==> config.mk <==
export PLATFORM = sky130hd
export DESIGN_NAME = bus_alu
export DESIGN_NICKNAME = d
export VERILOG_FILES = /design/src/rtl/bus_alu_pkg.sv /design/src/rtl/alu_operand_regs.sv /design/src/rtl/alu_ripple_adder.sv /design/src/rtl/alu_step_shifter.sv /design/src/rtl/alu_shift_ctrl.sv /design/src/rtl/bus_alu.sv
export SDC_FILE = /design/constraint.sdc
export NUM_CORES = 1
export LEC_CHECK = 0
export CAP_MARGIN = 20
export CORE_ASPECT_RATIO = 0.6
export CORE_MARGIN = 2
export CORE_UTILIZATION = 40
export DETAILED_ROUTE_END_ITERATION = 12
export GPL_ROUTABILITY_DRIVEN = 0
export PLACE_DENSITY = 0.57
export SLEW_MARGIN = 20
export SYNTH_ARGS = -nofsm -noshare
export SYNTH_HDL_FRONTEND = slang
export SYNTH_SLANG_ARGS = --single-unit
==> constraint.sdc <==
create_clock -name clk -period 22.6 [get_ports clk]
set_input_delay 2.26 -clock clk [delete_from_list [all_inputs] [get_ports clk]]
set_output_delay 2.26 -clock clk [all_outputs]
set_load 0.005 [all_outputs]
==> src/rtl/bus_alu_pkg.sv <==
// Shared definitions for the bus-fed ALU: result-select encoding.
package bus_alu_pkg;
    typedef enum logic [1:0] {
        FN_ADD   = 2'b00,
        FN_SHIFT = 2'b01,
        FN_OR    = 2'b10,
        FN_AND   = 2'b11
    } fn_e;
endpackage

==> src/rtl/alu_operand_regs.sv <==
// Operand registers A and B.
// A loads either the bus or the constant four; B loads the bus either
// unchanged or inverted, and remembers the choice as the adder carry-in.
// Assumes load strobes are synchronous to clk; reset is synchronous active-low.
module alu_operand_regs #(
    parameter int W = 32
) (
    input  logic         clk,
    input  logic         rst_n,
    input  logic [W-1:0] bus_in,
    input  logic         load_a,
    input  logic         a_sel_four,
    input  logic         load_b,
    input  logic         b_invert,
    output logic [W-1:0] a_q,
    output logic [W-1:0] b_q,
    output logic         b_inv_q
);
    localparam logic [W-1:0] FOUR = W'(4);

    // Register A: bus value or the constant four.
    always_ff @(posedge clk) begin
        if (!rst_n)
            a_q <= '0;
        else if (load_a)
            a_q <= a_sel_four ? FOUR : bus_in;
    end

    // Register B and its inversion note.
    always_ff @(posedge clk) begin
        if (!rst_n) begin
            b_q     <= '0;
            b_inv_q <= 1'b0;
        end else if (load_b) begin
            b_q     <= b_invert ? ~bus_in : bus_in;
            b_inv_q <= b_invert;
        end
    end
endmodule

==> src/rtl/alu_ripple_adder.sv <==
// Ripple-carry adder built from a chain of W full-adder cells.
// Purely combinational; the carry out of the top cell is not needed.
module alu_ripple_adder #(
    parameter int W = 32
) (
    input  logic [W-1:0] a,
    input  logic [W-1:0] b,
    input  logic         cin,
    output logic [W-1:0] sum
);
    logic [W-1:0] carry;

    assign carry[0] = cin;

    // One full-adder cell per bit; every cell but the last feeds its neighbour.
    for (genvar i = 0; i < W; i++) begin : g_cell
        assign sum[i] = a[i] ^ b[i] ^ carry[i];
        if (i < W - 1) begin : g_carry
            assign carry[i+1] = (a[i] & b[i]) | (carry[i] & (a[i] ^ b[i]));
        end
    end
endmodule

==> src/rtl/alu_step_shifter.sv <==
// Single-position shifter: left or right, with zero fill or rotation.
// Purely combinational; one call moves every bit exactly one place.
module alu_step_shifter #(
    parameter int W = 32
) (
    input  logic [W-1:0] din,
    input  logic         to_right,
    input  logic         rotate,
    output logic [W-1:0] dout
);
    logic fill_left;
    logic fill_right;

    // Bit entering at the vacated end: wrapped bit when rotating, else zero.
    always_comb begin
        fill_left  = rotate & din[W-1];
        fill_right = rotate & din[0];
    end

    // Direction select between the two wired neighbour connections.
    always_comb begin
        if (to_right)
            dout = {fill_right, din[W-1:1]};
        else
            dout = {din[W-2:0], fill_left};
    end
endmodule

==> src/rtl/alu_shift_ctrl.sv <==
// Counted-shift controller.
// Accepts a start only when idle, latches count, direction and rotate mode,
// counts one step per cycle, and pulses done on the final step. A zero
// count finishes at once. Reset is synchronous active-low.
module alu_shift_ctrl #(
    parameter int CW = 5
) (
    input  logic          clk,
    input  logic          rst_n,
    input  logic          start,
    input  logic [CW-1:0] count,
    input  logic          dir_in,
    input  logic          rot_in,
    output logic          busy,
    output logic          done,
    output logic          dir_q,
    output logic          rot_q,
    output logic          accept
);
    localparam logic [CW-1:0] ONE = CW'(1);

    logic [CW-1:0] left_q;

    // A start counts only when no shift is in progress.
    always_comb accept = start & ~busy;

    // Step counter, busy flag and completion pulse.
    always_ff @(posedge clk) begin
        if (!rst_n) begin
            left_q <= '0;
            busy   <= 1'b0;
            done   <= 1'b0;
        end else if (busy) begin
            left_q <= left_q - ONE;
            busy   <= (left_q != ONE);
            done   <= (left_q == ONE);
        end else if (accept) begin
            left_q <= count;
            busy   <= (count != '0);
            done   <= (count == '0);
        end else begin
            done   <= 1'b0;
        end
    end

    // Direction and rotate mode are frozen for the whole counted shift.
    always_ff @(posedge clk) begin
        if (!rst_n) begin
            dir_q <= 1'b0;
            rot_q <= 1'b0;
        end else if (accept) begin
            dir_q <= dir_in;
            rot_q <= rot_in;
        end
    end
endmodule

==> src/rtl/bus_alu.sv <==
// Bus-fed ALU top: operand registers, adder, one-step shifter, AND/OR,
// 4-way result select into register C, and a counted-shift controller.
// Priority on C: running shift, then shift start (C <= A), then capture.
// Assumes a single clock; reset is synchronous active-low.
module bus_alu #(
    parameter int W = 32
) (
    input  logic                 clk,
    input  logic                 rst_n,
    input  logic [W-1:0]         bus_in,
    input  logic                 load_a,
    input  logic                 a_sel_four,
    input  logic                 load_b,
    input  logic                 b_invert,
    input  logic                 cap_c,
    input  logic [1:0]           fn_sel,
    input  logic                 shift_start,
    input  logic [$clog2(W)-1:0] shift_count,
    input  logic                 shift_right,
    input  logic                 shift_rotate,
    output logic [W-1:0]         c_out,
    output logic                 shift_busy,
    output logic                 shift_done
);
    import bus_alu_pkg::*;

    localparam int CW = $clog2(W);

    logic [W-1:0] a_q;
    logic [W-1:0] b_q;
    logic         b_inv_q;
    logic [W-1:0] sum;
    logic [W-1:0] sh_in;
    logic         sh_dir;
    logic         sh_rot;
    logic [W-1:0] sh_out;
    logic [W-1:0] result;
    logic [W-1:0] c_q;
    logic         dir_q;
    logic         rot_q;
    logic         accept;
    fn_e          fn;

    alu_operand_regs #(.W(W)) u_ops (
        .clk        (clk),
        .rst_n      (rst_n),
        .bus_in     (bus_in),
        .load_a     (load_a),
        .a_sel_four (a_sel_four),
        .load_b     (load_b),
        .b_invert   (b_invert),
        .a_q        (a_q),
        .b_q        (b_q),
        .b_inv_q    (b_inv_q)
    );

    alu_ripple_adder #(.W(W)) u_add (
        .a   (a_q),
        .b   (b_q),
        .cin (b_inv_q),
        .sum (sum)
    );

    // Shifter source: C while a counted shift runs, otherwise A.
    always_comb begin
        sh_in  = shift_busy ? c_q   : a_q;
        sh_dir = shift_busy ? dir_q : shift_right;
        sh_rot = shift_busy ? rot_q : shift_rotate;
    end

    alu_step_shifter #(.W(W)) u_shf (
        .din      (sh_in),
        .to_right (sh_dir),
        .rotate   (sh_rot),
        .dout     (sh_out)
    );

    alu_shift_ctrl #(.CW(CW)) u_ctl (
        .clk    (clk),
        .rst_n  (rst_n),
        .start  (shift_start),
        .count  (shift_count),
        .dir_in (shift_right),
        .rot_in (shift_rotate),
        .busy   (shift_busy),
        .done   (shift_done),
        .dir_q  (dir_q),
        .rot_q  (rot_q),
        .accept (accept)
    );

    // 4-to-1 result select for a capture into C.
    always_comb begin
        fn = fn_e'(fn_sel);
        unique case (fn)
            FN_ADD:   result = sum;
            FN_SHIFT: result = sh_out;
            FN_OR:    result = a_q | b_q;
            FN_AND:   result = a_q & b_q;
            default:  result = sum;
        endcase
    end

    // Register C with shift > start > capture priority.
    always_ff @(posedge clk) begin
        if (!rst_n)
            c_q <= '0;
        else if (shift_busy)
            c_q <= sh_out;
        else if (accept)
            c_q <= a_q;
        else if (cap_c)
            c_q <= result;
    end

    assign c_out = c_q;
endmodule

==> flow_summary.json, run 1 <==
{
  "status": "finished, final reports clean",
  "ys_seq_area_frac": 0.2662,
  "synthSimpleGateAreaFrac": 0.1504,
  "path_common_cell": "fa_1",
  "worst-path-buf-inv": 2,
  "die_w_um": 186.2,
  "synthXorXnorAreaFrac": 0.03626,
  "setup_viol": 0,
  "dp_hpwl_um": 13750,
  "muxShareOfSynthArea": 0.08758,
  "cts_tree": "yes",
  "initial_utilization": 0.4136,
  "netlist_top_cells_area": "dfxtp_1, ha_1, fa_1",
  "slew_headroom": 0.3003,
  "avgSynthCellArea_um2": 8.693,
  "yosys_warnings": 0,
  "drtPass1Iterations": 5,
  "synth_edf_count": 0,
  "drive_above_1_share": 0.07781,
  "cts_buffer_depth": 2,
  "antenna_found_initial": 0,
  "critPathCaptureType": "flop",
  "htree_levels": 3,
  "synth_ff_type": "dfxtp_1",
  "p_per_area_nw_per_um2": 57.96,
  "drt_iter0_drc": 529,
  "p_leak_uw": 0.003754,
  "cap_viol_max_count": 0,
  "overflow": 0,
  "num_vias": 6399,
  "synth_area_leader_cell": "dfxtp_1",
  "fin_hold_ws_ns": 0.5226,
  "busiest_layer": "met1",
  "holdBufCountCts": 0,
  "grt_max_degree": 99,
  "num_rows": 39,
  "detail-route-antenna-nets": 0,
  "yosysTopAreaCellShare": 0.2662,
  "hold_class": "reg2reg",
  "min_period_ns": 13.53,
  "core_um2": 19270,
  "synth_cells": 917,
  "area_growth_syn_to_layout_pct": 15.57,
  "crit_family": "adder cells",
  "die_y_um": 113.4,
  "cp-start-kind": "flop",
  "ys_async_sr_fraction": 0,
  "root_buffer": "clkbuf_16",
  "critPathMaxStageDelay_ns": 0.45,
  "syn-cell-area_um2": 7971,
  "hold_viol_final": 0,
  "cp_slowest_cell": "fa_1",
  "rsz0062_at_grt": "false",
  "dieArea_um2": 21110,
  "synth.distinct_cells": 51,
  "use_met1": 0.3299,
  "nets": 1092,
  "critical_path_required_ns": 22.84,
  "synth_top_family_by_area": "compound AO/OA/AOI/OAI gates",
  "synth-compound-area-share": 0.1986,
  "yosys.area_share.adder": 0.1814,
  "arrival_ns": 13.77,
  "postCtsResizedCells": 0,
  "grt_use_total": 0.2102,
  "path_clk_slew_ns": 0.08,
  "use_met2": 0.3006,
  "post_cts_buffers": 0,
  "insertion_delay_ns": 0.36,
  "drc": 0,
  "drv_slew": 0,
  "vias_per_cell": 5.258,
  "path_class": "reg2reg",
  "syn_nets": 1063,
  "wl_um": 21330,
  "port_buffers": 82,
  "grt_pass1_wl_um": 34490,
  "fin_skew_ns": 0.01106,
  "grt_pass1_vias": 5961,
  "wl_per_cell_um": 17.53,
  "grtUsageMet3": 0.03830,
  "clock_sinks": 106,
  "synth_seq_cells": 106,
  "vdd_drop_max_v": 0.00004199,
  "numCtsBuffers": 9,
  "min_period_over_period": 0.5987,
  "n_antenna_cell": 0,
  "worstPathMaxFanout": 6,
  "tightest_slew_ns": 1.050,
  "tns_ns": 0,
  "pin_count": 83,
  "max_freq_mhz": 73.90
}
-- cell usage after synthesis (all sizes together) (2+ instances only) --
cell       n
nand2b    60
a221oi     2
a31oi      2
a2bb2oi   30
nor2     132
ha        66
nand3b     2
o211ai     2
o211a      2
xnor2     32
inv       75
o21ai     11
and3      28
o22ai      3
nand3      5
clkbuf    41
o32ai     28
nand2      9
a21oi     64
dfxtp    106
a211oi    34
buf       35
o221ai    29
mux2      30
nor3       5
mux2i     36
fa        31
-- logic make-up after synthesis --
| logic type | count (synthesis) |
|---|---|
| buf+inv | 151 |
| flops | 106 |
| fa+ha+maj | 97 |
| mux | 66 |
| simple gates | 248 |
| compound gates | 216 |
| xor+xnor | 33 |
-- placed cells by master, fill, tap and decap left out, types with 3 or more instances in the layout --
cell type        count
ha_1                66
inv_1               73
nor3_1               5
buf_4               13
o221ai_2             5
clkbuf_16            9
fa_1                31
nand2b_1            59
and3_1              28
buf_2                4
a211oi_1            34
nor2_1             131
mux2_2              30
a2bb2oi_1           30
dfxtp_1            105
bufinv_16            4
a21oi_1             64
nand2_1              9
o221ai_1            24
mux2i_1             36
o21ai_0             10
xnor2_1             32
clkdlybuf4s50_1     77
o22ai_1              3
o32ai_1             28
nand3_1              5
-- state kept, by name (all words and copies together), names as in the netlist --
| register | flops |
|---|---|
| u_ctl.left_q | 5 |
| u_ctl.rot_q | 1 |
| u_ctl.dir_q | 1 |
| u_ops.a_q | 32 |
| u_ctl.done | 1 |
| u_ctl.busy | 1 |
| u_ops.b_inv_q | 1 |
| u_ops.b_q | 32 |
| c_out | 32 |
-- routing by layer --
metal	wire, um	vias to the layer above	share of wire
li1	-	3221	-
met1	11480	3021	0.54
met2	8592	145	0.40
met3	1107	12	0.052
met4	152	0	0.0071
met5	0	-	0
-- report_power, final --
group	leakage, uW	total [uW]	switching, uW	internal [uW]
registers	0.000876	220	19.7	201
logic	0.00270	115	58.1	57.4
clock network	0.000176	198	78.3	120
total	0.00375	534	156	378
-- per-stage QoR --
stage	cell area (um^2)	total power (uW)	instances	worst slack (ns)	util
floorplan	7971	296.6	917	9.888	-
global placement	8843	339.4	1201	9.240	0.4588
detailed placement	8843	339.9	1201	9.123	0.4588
CTS	9210	537.3	1217	9.101	0.4778
global route	9213	559.7	1217	8.601	0.4780
finish	9213	534.0	1217	9.068	0.4780
-- cell type report --
cell class | count | area [um^2]
repair buffers | 94 | 888.4
clock buffers | 9 | 225.2
clock inverters | 7 | 141.4
inverters | 75 | 281.5
fillers | 1872 | 10060
well taps | 266 | 332.8
flip-flops and latches | 106 | 2123
multi-input cells | 660 | 5220
-- worst paths after layout --
path / startpoint / endpoint / slack, ns / depth (start not counted)
worst min register to register: u_ctl.left_q[4]$_SDFFE_PN0P_ / u_ctl.left_q[4]$_SDFFE_PN0P_ / 0.52 / 1
worst min-delay path: u_ctl.left_q[4]$_SDFFE_PN0P_ / u_ctl.left_q[4]$_SDFFE_PN0P_ / 0.52 / 1
worst max-delay path: u_ops.a_q[0]$_SDFFE_PN0P_ / c_out[31]$_SDFFE_PN0P_ / 9.07 / 37
worst max register to register: u_ops.a_q[0]$_SDFFE_PN0P_ / c_out[31]$_SDFFE_PN0P_ / 9.07 / 37
(Power assumes the default switching activity.)
==> run 2, diff against run 1 <==
- clock period: 22.6 -> 13.77 ns (I/O delays scaled with it)
==> flow_summary.json, run 2 (synthesis gave the netlist of run 1 again) <==
{
  "die_w_um": 186.2,
  "cp-start-kind": "flop",
  "area_growth_syn_to_layout_pct": 14.90,
  "detail-route-antenna-nets": 0,
  "vdd_drop_max_v": 0.00006513,
  "n_antenna_cell": 0,
  "path_common_cell": "fa_1",
  "layout_common_cells": "nor2_1, dfxtp_1, clkdlybuf4s50_1, inv_1, ha_1",
  "slew_headroom": 0.2957,
  "cp_slowest_cell": "fa_1",
  "r2r-start": "u_ops.a_q[0]$_SDFFE_PN0P_",
  "drt_iter0_drc": 580,
  "final_common_cell": "nor2_1",
  "grt_max_degree": 99,
  "hold_class": "reg2reg",
  "power_switching_uw": 256.5,
  "dr_wl_met2_um": 8666,
  "grt_pass1_vias": 5979,
  "wl_um": 21310,
  "p_leak_uw": 0.003722,
  "p_clk_frac": 0.333,
  "status": "finished, final reports clean",
  "post_cts_buffers": 0,
  "postLayoutCellArea_um2": 9159,
  "clock_sinks": 106,
  "seqPwrFrac": 0.437,
  "drive_above_1_share": 0.08202,
  "setup_slack_ns": 0.5164,
  "path_class": "reg2reg",
  "pre_cts_ws_ns": 0.3026,
  "place.detailed.instances": 1201,
  "hold_viol_final": 0,
  "grt_use_total": 0.2104,
  "cts_buffer_depth": 2,
  "seq_area_um2": 2125,
  "fin_skew_ns": 0.01426,
  "holdBufCountCts": 0,
  "worstPathMaxFanout": 6,
  "initial_utilization": 0.4136,
  "placed_area_um2": 8843,
  "min_period_over_period": 0.9625,
  "postCtsResizedCells": 0,
  "critical_path_required_ns": 14.01,
  "p_per_area_nw_per_um2": 90.32,
  "wl_per_cell_um": 17.51,
  "critPathMaxStageDelay_ns": 0.44,
  "setup_viol": 0,
  "layoutNonFillerInstCount": 1217,
  "root_buffer": "clkbuf_16",
  "num_rows": 39,
  "max_freq_mhz": 75.45,
  "critPathCaptureType": "flop",
  "swShare": 0.3100,
  "path_clk_slew_ns": 0.08,
  "antenna_found_initial": 0,
  "cp-endpoint": "c_out[31]$_SDFFE_PN0P_",
  "vias_per_cell": 5.247,
  "insertion_delay_ns": 0.36,
  "nets": 1092,
  "drv_slew": 0,
  "reg2reg_depth": 37,
  "dp_hpwl_um": 13710,
  "die_y_um": 113.4,
  "crit_start": "u_ops.a_q[0]$_SDFFE_PN0P_",
  "port_buffers": 82,
  "drtPass1Iterations": 5,
  "cts_tree": "yes",
  "fill_cells": 1868,
  "arrival_ns": 13.49,
  "pin_count": 83,
  "num_vias": 6385,
  "overflow": 0,
  "grt_pass1_wl_um": 34470,
  "tightest_slew_ns": 1.057,
  "multi_input_area_um2": 5228,
  "cap_viol_max_count": 0,
  "comb_power_share": 0.230,
  "tns_ns": 0,
  "r2r-end": "c_out[31]$_SDFFE_PN0P_",
  "met1_length_um": 11340,
  "htree_levels": 3,
  "routed.top_layer": "met4",
  "core_um2": 19270,
  "dieArea_um2": 21110,
  "reg2reg_setup_slack_ns": 0.52,
  "drc": 0,
  "rsz0062_at_grt": "false",
  "numCtsBuffers": 9,
  "routed-wl-met3_um": 1187,
  "p_int_uw": 570.8,
  "min_period_ns": 13.25
}
run 2: power groups by stage:
stage	clock network [uW]	registers (uW)	logic, uW
after global routing	291	366	212
after CTS	281	362	190
final	275	362	190
after global placement	0	369	188
after detailed placement	0	369	189
after floorplan	0	359	128
run 2: routing by layer:
layer | vias to the layer above | track usage
met3 | 8 | 0.03508
met5 | - | 0
met4 | 0 | 0.03307
met2 | 135 | 0.2981
met1 | 3020 | 0.3337
li1 | 3222 | -
run 2: worst max-delay path, delay by kind of cell, from the launching register on:
family / cells / cell delay (ns)
flops: 1 / 0.36
fa+ha+maj: 31 / 12.00
xor+xnor: 1 / 0.18
buf+inv: 2 / 0.13
compound gates: 3 / 0.46
run 2: layout make-up:
class                           instances  share of cell area
Multi-Input combinational cell        660              0.5708
Sequential cell                       106              0.2320
Timing Repair Buffer                   94             0.09699
Tap cell                              266             0.03634
Inverter                               75             0.03074
Clock buffer                           10             0.02609
Clock inverter                          6            0.007104
run 2: how the worst min path moves through the flow:
stage	from	end	slack [ns]	depth (start not counted)
3_3_place_gp	u_ctl.left_q[4]$_SDFFE_PN0P_	u_ctl.left_q[4]$_SDFFE_PN0P_	0.48	1
4_1_cts	u_ops.b_q[31]$_SDFFE_PN0P_	u_ops.b_q[31]$_SDFFE_PN0P_	0.52	2
2_1_floorplan	u_ctl.left_q[4]$_SDFFE_PN0P_	u_ctl.left_q[4]$_SDFFE_PN0P_	0.46	1
3_5_place_dp	u_ctl.left_q[4]$_SDFFE_PN0P_	u_ctl.left_q[4]$_SDFFE_PN0P_	0.50	1
5_1_grt	u_ctl.left_q[4]$_SDFFE_PN0P_	u_ctl.left_q[4]$_SDFFE_PN0P_	0.54	1
6_report	u_ops.b_q[31]$_SDFFE_PN0P_	u_ops.b_q[31]$_SDFFE_PN0P_	0.51	2
run 2: metrics by stage:
stage / power (uW) / hold WS, ns / utilization
finish: 827.2 / 0.5144 / 0.4752
global placement: 557.0 / 0.4775 / 0.4588
floorplan: 486.8 / 0.4568 / -
detailed placement: 557.9 / 0.5042 / 0.4588
CTS: 833.0 / 0.5152 / 0.4746
global route: 869.7 / 0.5413 / 0.4752
